`src/rtl/spi_byte_master.sv`:
```
`timescale 1ns/1ps
module spi_byte_master #(
  parameter int DIV_W = 8
) (
  input  logic             clk,
  input  logic             rst_n,
  input  logic             start,
  input  logic [7:0]       tx_byte,
  input  logic             cpol,
  input  logic             cpha,
  input  logic             lsb_first,
  input  logic [DIV_W-1:0] div,
  input  logic             miso,
  output logic             sck,
  output logic             mosi,
  output logic             ss_n,
  output logic             busy,
  output logic             done,
  output logic [7:0]       rx_byte
);
  localparam int EDGES = 16;
  localparam int EW    = $clog2(EDGES + 1);

  logic             sck_q, pol_q, pha_q, ord_q;
  logic [DIV_W-1:0] div_q, cnt;
  logic [EW-1:0]    edge_n;
  logic [7:0]       tx_sr, rx_sr;
  logic [DIV_W-1:0] div_eff;
  logic             tick, is_sample, shift_tx, last;

  assign div_eff   = (div == '0) ? DIV_W'(1) : div;
  assign tick      = busy && (cnt == '0);
  assign last      = (edge_n == EW'(EDGES));
  assign is_sample = (edge_n[0] == pha_q);
  assign shift_tx  = !is_sample && !(pha_q && edge_n == '0);

  assign sck     = busy ? sck_q : cpol;
  assign ss_n    = !busy;
  assign mosi    = ord_q ? tx_sr[0] : tx_sr[7];
  assign rx_byte = rx_sr;

  always_ff @(posedge clk or negedge rst_n) begin
    if (!rst_n) begin
      busy   <= 1'b0;
      done   <= 1'b0;
      sck_q  <= 1'b0;
      pol_q  <= 1'b0;
      pha_q  <= 1'b0;
      ord_q  <= 1'b0;
      div_q  <= '0;
      cnt    <= '0;
      edge_n <= '0;
      tx_sr  <= '0;
      rx_sr  <= '0;
    end else begin
      done <= 1'b0;
      if (!busy) begin
        if (start) begin
          busy   <= 1'b1;
          pol_q  <= cpol;
          pha_q  <= cpha;
          ord_q  <= lsb_first;
          div_q  <= div_eff;
          cnt    <= div_eff;
          edge_n <= '0;
          tx_sr  <= tx_byte;
          rx_sr  <= '0;
          sck_q  <= cpol;
        end
      end else if (cnt != '0) begin
        cnt <= cnt - 1'b1;
      end else begin
        cnt    <= div_q;
        edge_n <= edge_n + 1'b1;
        if (last) begin
          busy <= 1'b0;
          done <= 1'b1;
        end else begin
          sck_q <= ~sck_q;
          if (is_sample)
            rx_sr <= ord_q ? {miso, rx_sr[7:1]} : {rx_sr[6:0], miso};
          if (shift_tx)
            tx_sr <= ord_q ? {1'b0, tx_sr[7:1]} : {tx_sr[6:0], 1'b0};
        end
      end
    end
  end

  assert_sck_hold_R3: assert property (@(posedge clk) disable iff (!rst_n)
    (busy && !tick) |=> $stable(sck_q));

  assert_done_pulse_R7: assert property (@(posedge clk) disable iff (!rst_n)
    done |=> !done);

  assert_end_idle_R7: assert property (@(posedge clk) disable iff (!rst_n)
    done |-> (ss_n && sck_q == pol_q));

  assert_start_ignored_R8: assert property (@(posedge clk) disable iff (!rst_n)
    (busy && start) |=> ($stable(pol_q) && $stable(pha_q) && $stable(ord_q) && $stable(div_q)));

  assert_div_floor_R10: assert property (@(posedge clk) disable iff (!rst_n)
    busy |-> (div_q != '0));
endmodule

```
`config.mk`:
```
export PLATFORM = sky130hd
export DESIGN_NAME = spi_byte_master
export DESIGN_NICKNAME = d
export VERILOG_FILES = /design/src/rtl/spi_byte_master.sv
export SDC_FILE = /design/constraint.sdc
export NUM_CORES = 1
export LEC_CHECK = 0
export BUFFER_PORTS_ARGS = -buffer_cell sky130_fd_sc_hd__buf_2
export CORE_MARGIN = 1
export CORE_UTILIZATION = 48
export DETAILED_ROUTE_END_ITERATION = 7
export GPL_TIMING_DRIVEN = 1
export PLACE_DENSITY = 0.69
export SETUP_SLACK_MARGIN = 0.15
export SLEW_MARGIN = 40
export SYNTH_ARGS = -nofsm -noshare
export SYNTH_HDL_FRONTEND = slang
export SYNTH_SLANG_ARGS = --single-unit
```
`constraint.sdc`:
```
create_clock -name clk -period 2.5 [get_ports clk]
set_input_delay 0.5 -clock clk [delete_from_list [all_inputs] [get_ports clk]]
set_output_delay 0.5 -clock clk [all_outputs]
set_load 0.1 [all_outputs]
```
---- Word-level counts from Yosys, hierarchy flattened ----
Cells that the tools add are included.
storage, ports and cells
  memories kept ........................... 0
  memory bits (read-only) ................. 0
  input bits .............................. 23
  latch bits .............................. 0
  flip-flop bits (word level) ............. 42
  logic and storage cells ................. 66
  bits in writable memories ............... 0
  output and inout bits ................... 13
operators by class
  add/sub/neg operators ................... 2
  multipliers ............................. 0
  reductions and logical operators ........ 14
  mux-type cells .......................... 32
  div/mod/pow operators ................... 0
  eq/ne operators ......................... 6
  shift-type cells ........................ 0
  bitwise operators ....................... 2
  $lt $le $gt $ge ......................... 0
operators by type and width
  kind                   count
  $mux W8                16
  $mux W5                3
  $mux W1                13
  $logic_not A8 Y1       1
  $reduce_and A4 Y1      2
  $reduce_bool A8 Y1     1
  $sub A8 B1 Y8 const B  1
  $add A5 B1 Y5 const B  1
  $eq A5 B5 Y1 const B   1
  $logic_not A5 Y1       1
  $ne A2 B1 Y1 const B   2
  $ne A2 B2 Y1 const B   2
  $reduce_and A2 Y1      2
  $logic_not A1 Y1       3
  $reduce_and A3 Y1      1
  $logic_and A1 B1 Y1    2
  $not A1 Y1             2
  $reduce_bool A2 Y1     1
  $eq A1 B1 Y1           1

---- Longest topological paths before layout ----
  depth in word-level cells ............... 8
  gate-level depth with buffers ........... 7
  mapped depth without buffers ............ 6

---- Least setup slack after synthesis ----
OpenSTA, ideal clock, no wires.
  path type ............................... register -> output
  start ................................... register busy
  end ..................................... output port sck
  data arrival time ....................... 3.599 ns
  stages on the path, launching flop included .. 5
  buffers on the path ..................... 3
  path slack .............................. -1.599 ns
  cell sequence ........................... dfrtp_1 > clkbuf_1 > buf_1 > clkbuf_1 > o21ai_0
between the ends
  word-level cells in the longest chain between the ends .. 1
ends and longest elaborated chain
  element                 line  source
  from (decl)             17    output logic busy,
  from (signal assigned)  44    busy <= 1'b0;
  from (signal assigned)  59    busy <= 1'b1;
  from (signal assigned)  76    busy <= 1'b0;
  $mux W1                 37    assign sck = busy ? sck_q : cpol;
  to (decl)               14    output logic sck,
Every way passes these cells.

---- Final worst setup path ----
  start ................................... register busy
  end ..................................... output port ss_n
between the ends
  word-level cells in the longest chain between the ends .. 1
ends and longest elaborated chain
  element           line  source
  $logic_not A1 Y1  --
  to (decl)         16    output logic ss_n,
Every way passes these cells.

==> parameters.txt <==
Parameter                              Value

Routing
  Count of TritonRoute iterations in the first routing pass    4
  Detailed-route wire length    5030 um
  Number of nets still failing antenna checks after routing    0
  DRC violation count after routing    0
  Routed vias/inst    5.34
  Final routed wire length divided by cell count    14.2 um
  Total vias in the final route    1,885
  First DRT Iteration DRCs    98

STA
  Worst-case clock skew    8.98 ps
  Unrepaired setup endpoints after global routing    no
  Number of max-slew violations in the final report    0
  Worst slew margin    0.662
  Count of final setup violators    0
  Final cycle utilization of the critical path    0.880
  Post-layout minimum cycle time    2200 ps
  Accumulated negative setup slack    0 ps
  Achievable clock frequency    455 MHz
  Setup WS post-layout    301 ps
  Hold Worst Slack    167 ps
  Actual slew at the worst max-slew pin    507 ps
  Number of failing hold endpoints at the final stage    0

Place
  DPL Wire Length    3620 um
  Number of placed instances, taps included    346
  Setup Slack @ Placement    342 ps
  Global placer's final weighted congestion    0.817
  Count of buffers inserted at the top-level ports    35

CTS
  Clk Latency, worst-skew pair    290 ps
  H-tree levels    2
  Number of buffers created by CTS    5
  TritonCTS clock tree    yes
  Number of buffers on the longest clock path    2
  Clock transition at the registers of the reported paths    80 ps
  Clock Sink Count    42
  Root Buffer    sky130_fd_sc_hd__clkbuf_8

Job
  Number of violations of the max-capacitance limit    0

Layout
  Number of nets in the layout    313
  Share of cells above drive strength 1    0.276
  Most used cells in the layout excluding fill and tap cells    sky130_fd_sc_hd__dfrtp_1, sky130_fd_sc_hd__buf_2, sky130_fd_sc_hd__nand2_1
  Non-Filler Instances    353
  Leading cell type in the layout, fill and taps excluded    sky130_fd_sc_hd__dfrtp_1
  Synth-to-Final Area Change    16.4%
  Final core occ    0.581
  Antenna diode count    0

GRT
  Maximum number of pins on one net before global-route repair    23
  Vias in the first global route    1,889
  Global route overflow    0
  Antenna violations before repair    0
  Global-route wire length before repair    8620 um
  Global routing usage summed across all routing layers    0.211

Setup path
  Data arrival time at the worst-slack endpoint    1700 ps
  Path type of the worst setup path    reg -> out
  Maximum fanout along the worst path    22
  Startpoint of the worst-slack reg-to-reg timing path    cnt[0]
  Req. time, crit path    2000 ps
  Count of buffer and inverter cells on the critical path    2
  Max stage delay cell, worst path    sky130_fd_sc_hd__dfrtp_4
  Setup slack of the most critical reg-to-reg path    340 ps
  Capture instance of the worst register-to-register path    rx_byte[5]
  Cell chain of the critical path    inv_1 -> buf_2
  Setup crit end kind    primary output
  Type of element launching the critical path    flip-flop
  Number of cells on the worst reg-to-reg path    7
  Largest delay share family, worst path    buffers and inverters
  Stage delay of the slowest cell on the critical path    600 ps

Min path
  Hold Path Class    in -> async

Status
  Status    finished, final reports clean

Synth
  Primary flip-flop cell chosen by synthesis mapping    sky130_fd_sc_hd__dfrtp_1
  EDFF count, synth    0
  Cell type with the highest aggregate area in the netlist    sky130_fd_sc_hd__dfrtp_1
  Synthesized net count    274
  Cell area after technology mapping    0.00237 mm2
  Total number of yosys warnings    0
  Flip-flop and latch count after synthesis    42
  Distinct cell type count after synthesis    37
  Sequential-to-total area share from yosys stat    0.443
  Post-Syn Instances    247
  Synth top area cells    sky130_fd_sc_hd__dfrtp_1, sky130_fd_sc_hd__mux2_2, sky130_fd_sc_hd__mux2i_1, sky130_fd_sc_hd__nand2_1, sky130_fd_sc_hd__nor2_1
  Fraction of synthesized cell area taken by the top area cell type    0.443
  Per-instance average area after synthesis    9.61 um2
  Share of async-settable or async-resettable flops after synthesis    1.00

Power and ir drop
  Worst-case vdd ir drop    0.393 mV
  Leakage power summed over all cells    1.34 nW
  Power density over the cells    933 mW/mm2

Die
  Die area    0.00523 mm2
  Starting density of the core    0.499
  I/O Pins    36
  Number of placement rows    25
  Die extent in x    72.3 um
  Core outline area    0.00475 mm2
  Vertical die dimension    72.3 um
==> synthesized netlist by cell type, types with 2 or more instances <==
cell type	number
sky130_fd_sc_hd__a211oi_1	4
sky130_fd_sc_hd__a21oi_1	11
sky130_fd_sc_hd__buf_1	2
sky130_fd_sc_hd__clkbuf_1	9
sky130_fd_sc_hd__dfrtp_1	42
sky130_fd_sc_hd__ha_1	4
sky130_fd_sc_hd__inv_1	8
sky130_fd_sc_hd__mux2_2	19
sky130_fd_sc_hd__mux2i_1	20
sky130_fd_sc_hd__nand2_1	34
sky130_fd_sc_hd__nand2b_1	2
sky130_fd_sc_hd__nand3_1	8
sky130_fd_sc_hd__nor2_1	27
sky130_fd_sc_hd__nor2b_1	5
sky130_fd_sc_hd__nor3_1	5
sky130_fd_sc_hd__nor3b_1	2
sky130_fd_sc_hd__nor4_1	2
sky130_fd_sc_hd__o21ai_0	16
sky130_fd_sc_hd__o22ai_1	4
sky130_fd_sc_hd__or2_2	2
sky130_fd_sc_hd__xor2_1	5
==> logic make-up (layout without fill, tap and decap cells) <==
family | count (synthesis) | in the layout | synth area share
adders and majority gates | 4 | 4 | 0.0211
buffers and inverters | 19 | 58 | 0.0300
and+or+nand+nor | 94 | 94 | 0.196
muxes | 39 | 39 | 0.174
DFF | 42 | 42 | 0.443
xor gates and xnor gates | 5 | 5 | 0.0184
AOI/OAI and AO/OA | 44 | 44 | 0.118
==> state kept, by name, summed over array words and instances, names as in the netlist <==
signal   cells
cnt          8
div_q        8
rx_byte      8
tx_sr        8
edge_n       5
busy         1
done         1
ord_q        1
pha_q        1
sck_q        1
==> worst max path at each step <==
stage                       from         end  slack (ps)  cells past startpoint
after floorplan             busy         sck         190                      4
after global placement    cnt[0]  rx_byte[2]         420                      7
after detailed placement  cnt[0]  rx_byte[3]         340                      7
after CTS                 cnt[0]  rx_byte[5]         300                      7
after global routing      cnt[0]  rx_byte[5]         170                      7
final                       busy        ss_n         300                      2
==> per-stage QoR <==
stage                     area (um2)  total power (W)
after floorplan                 2390          0.00193
after global placement          2680          0.00213
after detailed placement        2680          0.00216
after CTS                       2760          0.00258
after global routing            2760          0.00276
final                           2760          0.00258
==> per-layer routing <==
metal | share of wire | GRT usage
met3 | 0.030 | 0.0389
met5 | 0 | 0
met2 | 0.47 | 0.350
met1 | 0.49 | 0.287
met4 | 0.0040 | 0.0501
==> report_power, final <==
group          internal (W)  switching [W]  leakage [nW]
sequential         0.000890       0.000244         0.522
clock              0.000193       0.000223        0.0383
combinational      0.000437       0.000592         0.776
==> repair_timing <==
item	CTS	global route
setup endpoints to repair	0	8
hold buffers	0	0
buffers inserted	0	0
gates resized for setup	0	1
==> cell type report <==
type                       instances  area [um2]
multi-input combinational        186        1270
timing repair buffer              43         248
inverter                           8        30.0
fill                             440        1990
clock buffer                       7        76.3
tap                               67        83.8
sequential                        42        1050
(Power assumes the default switching activity.)
